==> src/rtl/lane_steer_pkg.sv <==
package lane_steer_pkg;
  parameter int unsigned LANES = 8;
  parameter int unsigned OFF_W = $clog2(LANES);
  parameter int unsigned SZ_W  = $clog2(OFF_W + 1);
  parameter int unsigned DW    = LANES * 8;

  typedef enum logic [2:0] {
    MODE_LE      = 3'd0,
    MODE_BE_ADDR = 3'd1,
    MODE_BE_DI16 = 3'd2,
    MODE_BE_DI32 = 3'd3,
    MODE_BE_DI64 = 3'd4
  } endian_mode_e;

  typedef struct packed {
    logic             fire;
    logic             isStore;
    logic             misalign;
    logic             reverse;
    logic [OFF_W-1:0] physOff;
    logic [OFF_W-1:0] lastIdx;
    logic [LANES-1:0] keep;
    logic [LANES-1:0] laneEn;
  } steer_ctrl_t;
endpackage

==> src/rtl/steer_ctrl.sv <==
module steer_ctrl
  import lane_steer_pkg::*;
(
  input  logic             reqValid,
  input  logic             reqStore,
  input  logic [OFF_W-1:0] reqOffset,
  input  logic [SZ_W-1:0]  reqSize,
  input  logic [2:0]       reqMode,
  output steer_ctrl_t      ctrl
);
  logic [OFF_W:0]   accBytes;
  logic [OFF_W:0]   gBytes;
  logic [OFF_W-1:0] sizeMask;
  logic             aligned;
  logic             diMode;
  logic [SZ_W-1:0]  granLog;

  always_comb begin
    accBytes = (OFF_W+1)'(1) << reqSize;
    sizeMask = OFF_W'(accBytes - 1'b1);
    aligned  = (reqOffset & sizeMask) == '0;

    diMode  = 1'b1;
    granLog = '0;
    case (reqMode)
      MODE_BE_DI16: granLog = SZ_W'(1);
      MODE_BE_DI32: granLog = SZ_W'(2);
      MODE_BE_DI64: granLog = SZ_W'(3);
      default:      diMode  = 1'b0;
    endcase
    gBytes = (OFF_W+1)'(1) << granLog;

    ctrl          = '0;
    ctrl.fire     = reqValid;
    ctrl.isStore  = reqStore;
    ctrl.misalign = !aligned;
    ctrl.reverse  = (reqMode == MODE_BE_ADDR);
    ctrl.lastIdx  = sizeMask;
    if (diMode && (accBytes < gBytes))
      ctrl.physOff = reqOffset ^ OFF_W'(gBytes - accBytes);
    else
      ctrl.physOff = reqOffset;
    for (int i = 0; i < LANES; i++)
      ctrl.keep[i] = (i < int'(accBytes));
    ctrl.laneEn = aligned ? (ctrl.keep << ctrl.physOff) : '0;
  end
endmodule

==> src/rtl/steer_datapath.sv <==
module steer_datapath
  import lane_steer_pkg::*;
(
  input  logic             clk,
  input  logic             rst_n,
  input  steer_ctrl_t      ctrl,
  input  logic [DW-1:0]    memRdata,
  input  logic [DW-1:0]    stData,
  output logic             rspValid,
  output logic             rspErr,
  output logic [DW-1:0]    ldData,
  output logic [DW-1:0]    wrData,
  output logic [LANES-1:0] wrBe
);
  logic [DW-1:0]    shifted;
  logic [DW-1:0]    ldNext;
  logic [DW-1:0]    stVal;
  logic [DW-1:0]    wrNext;
  logic [OFF_W-1:0] src;

  always_comb begin
    shifted = memRdata >> {ctrl.physOff, 3'b000};
    ldNext  = '0;
    stVal   = '0;
    src     = '0;
    for (int i = 0; i < LANES; i++) begin
      src = ctrl.reverse ? OFF_W'(ctrl.lastIdx - OFF_W'(i)) : OFF_W'(i);
      if (ctrl.keep[i]) begin
        ldNext[i*8 +: 8] = shifted[{src, 3'b000} +: 8];
        stVal[i*8 +: 8]  = stData[{src, 3'b000} +: 8];
      end
    end
    wrNext = stVal << {ctrl.physOff, 3'b000};
  end

  always_ff @(posedge clk or negedge rst_n) begin
    if (!rst_n) begin
      rspValid <= 1'b0;
      rspErr   <= 1'b0;
      ldData   <= '0;
      wrData   <= '0;
      wrBe     <= '0;
    end else begin
      rspValid <= ctrl.fire;
      if (ctrl.fire) begin
        rspErr <= ctrl.misalign;
        ldData <= (!ctrl.isStore && !ctrl.misalign) ? ldNext : '0;
        wrData <= (ctrl.isStore && !ctrl.misalign) ? wrNext : '0;
        wrBe   <= ctrl.isStore ? ctrl.laneEn : '0;
      end
    end
  end

  // an error response carries no data and no enables
  p_err_clears_outputs_r7: assert property (@(posedge clk) disable iff (!rst_n)
    (rspValid && rspErr) |-> (wrBe == '0 && ldData == '0 && wrData == '0));
endmodule

==> src/rtl/lane_steer.sv <==
module lane_steer
  import lane_steer_pkg::*;
(
  input  logic             clk,
  input  logic             rst_n,
  input  logic             reqValid,
  input  logic             reqStore,
  input  logic [OFF_W-1:0] reqOffset,
  input  logic [SZ_W-1:0]  reqSize,
  input  logic [2:0]       reqMode,
  input  logic [DW-1:0]    memRdata,
  input  logic [DW-1:0]    stData,
  output logic             rspValid,
  output logic             rspErr,
  output logic [DW-1:0]    ldData,
  output logic [DW-1:0]    wrData,
  output logic [LANES-1:0] wrBe
);
  steer_ctrl_t ctrlBus;

  steer_ctrl i_ctrl (
    .reqValid (reqValid),
    .reqStore (reqStore),
    .reqOffset(reqOffset),
    .reqSize  (reqSize),
    .reqMode  (reqMode),
    .ctrl     (ctrlBus)
  );

  steer_datapath i_dp (
    .clk     (clk),
    .rst_n   (rst_n),
    .ctrl    (ctrlBus),
    .memRdata(memRdata),
    .stData  (stData),
    .rspValid(rspValid),
    .rspErr  (rspErr),
    .ldData  (ldData),
    .wrData  (wrData),
    .wrBe    (wrBe)
  );

  // a response only follows a request
  p_resp_follows_req_r8: assert property (@(posedge clk) disable iff (!rst_n)
    rspValid |-> $past(reqValid));

  // an aligned store enables exactly S lanes
  p_store_be_count_r6: assert property (@(posedge clk) disable iff (!rst_n)
    (rspValid && !rspErr && $past(reqStore)) |->
      ($countones(wrBe) == (1 << $past(reqSize))));

  // loads never raise byte enables
  p_load_no_be_r6: assert property (@(posedge clk) disable iff (!rst_n)
    (rspValid && !$past(reqStore)) |-> (wrBe == '0));

  // a single-byte load is zero-extended
  p_byte_load_upper_zero_r1: assert property (@(posedge clk) disable iff (!rst_n)
    (rspValid && !$past(reqStore) && $past(reqSize) == '0) |->
      (ldData[DW-1:8] == '0));
endmodule

==> config.mk <==
export PLATFORM = sky130hd
export DESIGN_NAME = lane_steer
export DESIGN_NICKNAME = d
export VERILOG_FILES = /design/src/rtl/lane_steer_pkg.sv /design/src/rtl/steer_ctrl.sv /design/src/rtl/steer_datapath.sv /design/src/rtl/lane_steer.sv
export SDC_FILE = /design/constraint.sdc
export NUM_CORES = 1
export LEC_CHECK = 0
export BUFFER_PORTS_ARGS = -buffer_cell sky130_fd_sc_hd__buf_2
export CELL_PAD_IN_SITES_DETAIL_PLACEMENT = 2
export CELL_PAD_IN_SITES_GLOBAL_PLACEMENT = 2
export CORE_ASPECT_RATIO = 2
export CORE_MARGIN = 3
export CORE_UTILIZATION = 36
export CTS_CLUSTER_DIAMETER = 120
export DETAILED_ROUTE_END_ITERATION = 8
export HOLD_SLACK_MARGIN = 0.05
export PLACE_DENSITY = 0.94
export SLEW_MARGIN = 20
export SYNTH_ARGS = -nofsm -noshare
export SYNTH_HDL_FRONTEND = slang
export SYNTH_SLANG_ARGS = --single-unit
export TNS_END_PERCENT = 50
==> constraint.sdc <==
create_clock -name clk -period 3.5 [get_ports clk]
set_clock_uncertainty 0.15 [all_clocks]
set_input_delay 0.35 -clock clk [delete_from_list [all_inputs] [get_ports clk]]
set_output_delay 0.35 -clock clk [all_outputs]
set_load 0.01 [all_outputs]
==> flow_summary_export.csv, run 1 <==
group,metric,value,unit
die,rows,105,
run_status,error_line,"[ERROR DPL-0033] detailed placement checks failed during check placement.",
synthesis,yosysWarnings,0,
synthesis,synth-compound-area-share,0.321,
clocking,clockRootBuffer,"clkbuf_16",
synthesis,yosys.area.top_type,"dfrtp_1",
clocking,cts.path.max_buffers,2,
clocking,postCtsHoldBufs,1,
synthesis,synth_seq_cells,138,
synthesis,yosysTopAreaCellShare,0.230,
placement,gp_congestion,1.18,
run_status,outcome,"did not finish",
die,start_util,0.365,
synthesis,synth.avg_cell_area,7.84,um2
synthesis,ys_seq_area_frac,0.230,
synthesis,syn_nets,2068,
clocking,clock_sinks,138,
placement,dp_hpwl,94300,um
synthesis,synth_cell_types,94,
synthesis,synth_edf_count,0,
synthesis,async_flop_share,1.00,
synthesis,netlist_area,15000,um2
clocking,post-cts-setup-buffers,111,
synthesis,synth_xor_area_frac,0.00117,
clocking,cts-buffers-inserted,17,
clocking,h-tree-depth,4,
synthesis,synth_top_family_by_area,"compound AO/OA/AOI/OAI gates",
synthesis,synth_mux_area_frac,0.177,
synthesis,netlist_instances,1913,
die,die_x,150,um
synthesis,synth-simple-area-share,0.196,
die,io_pins,278,
placement,pre_cts_slack,-1.43,ns
synthesis,synth_fa_ha_area_frac,0.0130,
placement,portBuffers,277,
synthesis,ys.flop_type,"dfrtp_1",
run_status,stop_stage,"clock tree synthesis",
synthesis,synthTopCellsByCount,"369 x nand2_1, 207 x mux2i_1, 138 x dfrtp_1",
placement,placedCellCount,2965,
synthesis,yosysMostFrequentCell,"nand2_1",
clocking,cts_resized,495,
synthesis,synthTopCellsByArea,"dfrtp_1 23%, mux2i_1 14%, nand2_1 9.2%, a21oi_1 3.1%, clkbuf_1 3.0%",
die,die_h,295,um
through the flow:
stage	TNS (ns)	instance area, um2	hold slack [ns]	util
after detailed placement	-135.49	20100	0.318	0.488
after global placement	-75.48	20100	0.318	0.488
after floorplan	-52.64	15400	-0.0956	-
kinds of logic after synthesis:
group / after synthesis
AND/OR/NAND/NOR: 660
adder cells (fa/ha/maj): 15
XOR/XNOR: 2
buffers and inverters: 217
flip-flops: 138
multiplexers: 246
AO/OA/AOI/OAI: 635
==> run 2: changes to the inputs <==
Settings changed: CELL_PAD_IN_SITES_DETAIL_PLACEMENT 2 to default, CELL_PAD_IN_SITES_GLOBAL_PLACEMENT 2 to default, CORE_ASPECT_RATIO 2 to default, CORE_UTILIZATION 36 to 40, CTS_CLUSTER_DIAMETER 120 to default, HOLD_SLACK_MARGIN 0.05 to default, PLACE_DENSITY 0.94 to default, PLACE_DENSITY_LB_ADDON from default to 0.15.
==> run 2 against run 1 <==
The flow now finishes, with violations (negative setup slack); synthesized cell count unchanged; synthesized area unchanged.
==> flow_summary_export.csv, run 2 <==
group,metric,value,unit
run_status,outcome,"finished, violations left",
run_status,violations,"negative setup slack",
die,die_h,200,um
grt,overflow,0,
grt,antenna_found_initial,1,
pwr,power_density,328,nW/um2
routing,via_per_inst,6.47,
job,max_cap_viol_count,0,
timing,finalSetupViolCount,56,
routing,drt-pass1-iter-count,8,
die,start_util,0.408,
clocking,clk_latency,0.42,ns
finish,top_regs,"i_dp.ldData: 64 flops, i_dp.wrData: 64 flops, i_dp.wrBe: 8 flops",
finish,final_cell_mix,"431 x buf_4, 360 x nand2_1, 274 x buf_2",
synthesis,yosysWarnings,0,
placement,gp_congestion,1.01,
synthesis,synthTopCellsByArea,"dfrtp_1 23%, mux2i_1 14%, nand2_1 9.2%, a21oi_1 3.1%, clkbuf_1 3.0%",
timing,maxSlewHeadroom,0.343,
finish,fillers,3287,
finish,fin_area,22500,um2
finish,utilization,0.612,
routing,wl_per_cell,26.6,um
clocking,clockRootBuffer,"clkbuf_16",
grt,grt_usage,0.388,
synthesis,netlist_area,15000,um2
die,io_pins,278,
timing,hold_viol_final,0,
setup_path,worstPathMaxFanout,8,
pwr,p_total,7.39,mW
placement,placed_area,20000,um2
setup_path,required,3.68,ns
synthesis,synth-simple-area-share,0.196,
setup_path,cpLargestDelayFamily,"compound AO/OA/AOI/OAI gates",
setup_path,cp_common_cell,"buf_6",
setup_path,critPathArrivalTime,3.90,ns
synthesis,yosys.area.top_type,"dfrtp_1",
pwr,max-vdd-ir-drop,0.000354,V
pwr,leakage,9.93,nW
finish,diodes,0,
die,die_x,200,um
synthesis,synth_seq_cells,138,
setup_path,cpMaxStageDelayCell,"fa_2",
finish,nNetsFinal,2680,
synthesis,synth_cell_types,94,
timing,tightest_slew,0.985,ns
timing,rsz0062_at_grt,"true",
setup_path,startpoint_type,"input pin",
die,core-area,36800,um2
finish,drive_gt1_frac,0.415,
timing,finalMaxSlewViolations,0,
synthesis,synth_mux_area_frac,0.177,
synthesis,synth_fa_ha_area_frac,0.0130,
routing,drc,0,
timing,layout_min_cycle_time,3.72,ns
synthesis,yosysMostFrequentCell,"nand2_1",
worst_hold_path,hold_class,"in2reg",
clocking,clock_sinks,138,
grt,grt_pass1_wl,117000,um
routing,wl,79900,um
placement,dp_hpwl,61800,um
synthesis,synth.avg_cell_area,7.84,um2
timing,setup_ws,-0.220,ns
finish,layout_commonest_cell,"buf_4",
grt,grt_pass1_vias,19385,
synthesis,ys_seq_area_frac,0.230,
clocking,cts.clk_slew.worst_paths,0.07,ns
clocking,cts.path.max_buffers,2,
synthesis,netlist_instances,1913,
synthesis,synth_edf_count,0,
placement,portBuffers,277,
grt,grt_max_degree,102,
routing,ant_nets,0,
synthesis,ys.flop_type,"dfrtp_1",
synthesis,synthTopCellsByCount,"369 x nand2_1, 207 x mux2i_1, 138 x dfrtp_1",
clocking,h-tree-depth,4,
synthesis,synth_top_family_by_area,"compound AO/OA/AOI/OAI gates",
synthesis,synth_xor_area_frac,0.00117,
setup_path,path_class,"in2reg",
clocking,cts-buffers-inserted,17,
die,rows,70,
synthesis,yosysTopAreaCellShare,0.230,
synthesis,synth-compound-area-share,0.321,
setup_path,max_stage_delay,0.56,ns
finish,syn_to_final_growth,50.1,%
routing,drtIter0Drc,1944,
timing,min_period_over_period,1.06,
synthesis,syn_nets,2068,
routing,vias,19455,
setup_path,cp_cell_sequence,"buf_6 > or3b_4 > nand2_4 > ha_4 > inv_2 > fa_2 > nand2_4 > buf_6 > o31ai_4 > buf_6 > buf_6 > o211ai_4 > buf_4 > o32ai_4 > nor3_2 > buf_4 > a22oi_1 > o211ai_1 > o221ai_1",
die,dieArea,39900,um2
synthesis,async_flop_share,1.00,
clocking,cts_tree,"done",
setup_path,crit_buf_inv,7,
timing,fmax,269,MHz
setup_path,crit_path_end_kind,"flip-flop",
-- run 2: cell counts after synthesis --
Identical to the previous run, type by type.
-- run 2: what timing repair did --
item / CTS / global route
setup buffers: 50 / 24
resized for setup: 175 / 87
pin swaps: 79 / 59
setup endpoints to repair: 90 / 107
endpoints found under the hold margin: 98 / 0
hold buffers: 1 / 0
cloned: 2 / 0
-- run 2: worst paths after layout --
kind,from,to,slack (ns),depth (start not counted)
worst min register to register,i_dp.wrData[15],i_dp.wrData[15],0.33,1
worst max-delay path,reqMode[0],i_dp.ldData[11],-0.22,19
max in group asynchronous,rst_n,i_dp.wrData[29],1.79,3
worst min-delay path,reqValid,i_dp.rspValid,0.01,1
min in group asynchronous,rst_n,i_dp.ldData[27],0.45,2
worst max register to register,i_dp.ldData[49],i_dp.ldData[49],2.15,4
-- run 2: report_power, final --
part	switching [mW]	internal [mW]
logic	2.00	1.57
registers	0.0522	1.66
clock network	0.762	1.34
total	2.82	4.57
-- run 2: area by class of cell --
type	count	area, um2	area share
clock buffers	18	429	0.0191
clock inverters	14	243	0.0108
inverters	34	129	0.00573
multi-input cells	1558	11900	0.531
flip-flops and latches	138	3450	0.153
well taps	468	586	0.0260
repair buffers	776	5730	0.254
-- run 2: through the flow --
stage          std cells  setup slack (ns)  TNS (ns)  hold WS [ns]
6_report            3006            -0.220     -5.91        0.0129
5_1_grt             3006            -0.266    -11.26       0.00349
4_1_cts             2985            -0.170     -4.39       0.00238
3_5_place_dp        2905            -0.751    -67.61         0.318
3_3_place_gp        2905            -0.752    -64.16         0.318
2_1_floorplan       1913            -0.708    -52.64       -0.0956
-- run 2: layer usage --
metal / part of all wire / routed length (um) / track usage / up-vias
li1: - / - / - / 8536
met5: 0.00014 / 11 / 0 / -
met2: 0.48 / 38700 / 0.673 / 1118
met4: 0.078 / 6210 / 0.248 / 2
met1: 0.37 / 29200 / 0.450 / 9472
met3: 0.072 / 5770 / 0.0553 / 327
-- run 2: cells by family after synthesis --
| family | Yosys count |
|---|---|
| AND/OR/NAND/NOR | 660 |
| adder cells (fa/ha/maj) | 15 |
| XOR/XNOR | 2 |
| flip-flops | 138 |
| AO/OA/AOI/OAI | 635 |
| multiplexers | 246 |
| buffers and inverters | 217 |
(Power assumes the default switching activity.)
==> run 3: changes to the inputs <==
Settings changed: SKIP_LAST_GASP from default to 1.
==> run 3 against run 2 <==
The flow still finishes with violations (negative setup slack); clock-buffer cell count unchanged; power rose by 0.77%; non-clock buffer count is 14 higher; global-route usage decreased by 0.11 points; clock power hardly changed; final cell count is 0.47% higher.
==> flow_summary_export.csv, run 3 (synthesized netlist as in run 2, its figures left out) <==
group,metric,value,unit
run_status,outcome,"finished, violations left",
run_status,violations,"negative setup slack",
timing,fmax,268,MHz
routing,drc,0,
job,max_cap_viol_count,0,
routing,via_per_inst,6.47,
setup_path,cp_cell_sequence,"buf_6 > or3b_4 > nand2_4 > ha_4 > inv_2 > fa_2 > nand2_4 > buf_6 > o31ai_4 > buf_6 > buf_6 > o211ai_4 > buf_6 > o32ai_4 > nor3_2 > buf_4 > a22oi_1 > o211ai_1 > o221ai_1",
finish,final_cell_mix,"428 x buf_4, 358 x nand2_1, 276 x buf_2",
setup_path,crit_start,"reqMode[1]",
setup_path,required,3.68,ns
setup_path,critPathArrivalTime,3.91,ns
timing,min_period_over_period,1.07,
pwr,p_sw,2.83,mW
grt,grt_max_degree,102,
grt,grt_pass1_wl,117000,um
pwr,seq_power_share,0.230,
clocking,cts-buffers-inserted,17,
routing,vias,19536,
setup_path,worstPathMaxFanout,8,
timing,maxSlewHeadroom,0.320,
finish,diodes,0,
finish,top_regs,"i_dp.ldData: 64 flops, i_dp.wrData: 64 flops, i_dp.wrBe: 8 flops",
die,dieArea,39900,um2
clocking,h-tree-depth,4,
routing,wl_per_cell,26.6,um
routing,wl,80200,um
pwr,p_total,7.44,mW
clocking,clock_sinks,138,
setup_path,ff2ff_setup_slack,2.14,ns
finish,layout_commonest_cell,"buf_4",
clocking,clockRootBuffer,"clkbuf_16",
die,start_util,0.408,
pwr,p_int,4.61,mW
pwr,power_density,327,nW/um2
die,die_h,200,um
worst_hold_path,min_from,"reqValid",
clocking,cts.path.max_buffers,2,
pwr,p_sw_frac,0.381,
placement,portBuffers,277,
timing,fin_setup_tns,-5.77,ns
setup_path,max_stage_delay,0.56,ns
pwr,comb_power_share,0.488,
routing,drt-pass1-iter-count,8,
timing,setup_ws,-0.231,ns
die,core-area,36800,um2
timing,hold_viol_final,0,
worst_hold_path,hold_path_end,"i_dp.rspValid",
setup_path,r2r_start,"i_dp.ldData[49]",
pwr,p_clk_frac,0.282,
grt,grt_usage,0.387,
die,io_pins,278,
setup_path,crit_path_end_kind,"flip-flop",
timing,finalMaxSlewViolations,0,
placement,gp_congestion,1.01,
worst_hold_path,hold_class,"in2reg",
setup_path,cpMaxStageDelayCell,"fa_2",
setup_path,cp_common_cell,"buf_6",
grt,overflow,0,
routing,drtIter0Drc,1875,
routing,ant_nets,0,
clocking,cts_tree,"done",
timing,layout_min_cycle_time,3.73,ns
timing,finalSetupViolCount,60,
placement,dp_hpwl,61800,um
die,die_x,200,um
timing,tightest_slew,1.02,ns
die,rows,70,
clocking,clk_latency,0.42,ns
pwr,max-vdd-ir-drop,0.000350,V
clocking,cts.clk_slew.worst_paths,0.07,ns
grt,antenna_found_initial,1,
setup_path,r2r_end,"i_dp.ldData[49]",
setup_path,worst-r2r-cell-count,4,
pwr,leakage,10.0,nW
finish,syn_to_final_growth,51.8,%
grt,grt_pass1_vias,19374,
finish,nNetsFinal,2694,
worst_hold_path,worstHoldPathCells,1,
finish,drive_gt1_frac,0.424,
placement,pre_cts_slack,-0.751,ns
timing,rsz0062_at_grt,"true",
setup_path,startpoint_type,"input pin",
finish,fillers,3251,
setup_path,path_class,"in2reg",
-- run 3: cell types whose count changed in the layout (fill, tap and decap cells not counted), sizes merged --
cell,previous run,this run
buf,773,786
bufbuf,2,1
clkbuf,18,20
-- run 3: per-stage QoR --
stage,instances,util,hold WS [ns],instance area [um2]
final,3020,0.619,0.0114,22800
after global routing,3020,0.619,0.00349,22800
after floorplan,1913,-,-0.0956,15400
after global placement,2905,0.543,0.318,20000
after CTS,2985,0.593,0.00238,21800
after detailed placement,2905,0.543,0.318,20000
-- run 3: timing repair --
action                                  4_1_cts  5_1_grt
endpoints found under the setup margin       90      128
endpoints found under the hold margin        98        0
pin swaps                                    69       71
gates cloned                                  2        2
resized for setup                           154      124
buffers inserted                             50       36
hold buffers                                  1        0
-- run 3: layer usage --
metal,global-route usage,up-vias,wire length [um]
li1,-,8566,-
met1,0.452,9452,29200
met2,0.669,1168,38800
met3,0.0508,348,5740
met4,0.251,2,6520
met5,0,-,16
-- run 3: worst max path at each step --
stage | slack [ns] | endpoint | depth (start not counted)
6_report | -0.23 | i_dp.ldData[11] | 19
3_5_place_dp | -0.75 | i_dp.ldData[20] | 15
4_1_cts | -0.17 | i_dp.ldData[45] | 20
5_1_grt | -0.27 | i_dp.ldData[27] | 19
2_1_floorplan | -0.71 | i_dp.ldData[23] | 18
3_3_place_gp | -0.75 | i_dp.ldData[20] | 15
-- run 3: power by group through the flow --
stage | registers (mW) | logic (mW) | clock network (mW)
floorplan | 1.76 | 1.50 | 0
global placement | 1.74 | 2.98 | 0
detailed placement | 1.74 | 3.01 | 0
CTS | 1.71 | 3.33 | 2.10
global route | 1.72 | 3.81 | 2.18
finish | 1.71 | 3.63 | 2.10
-- run 3: cell type report --
| class | count | area, um2 | area share |
|---|---|---|---|
| well taps | 468 | 586 | 0.0257 |
| multi-input cells | 1558 | 12000 | 0.528 |
| flip-flops and latches | 138 | 3450 | 0.152 |
| repair buffers | 790 | 5900 | 0.259 |
| clock inverters | 14 | 243 | 0.0107 |
| inverters | 34 | 129 | 0.00566 |
| clock buffers | 18 | 429 | 0.0188 |
-- run 3: worst max-delay path: cells and delay by family --
kind	cells	cell delay, ns
adder cells (fa/ha/maj)	2	0.68
AND/OR/NAND/NOR	4	0.68
AO/OA/AOI/OAI	6	1.31
buffers and inverters	7	0.88
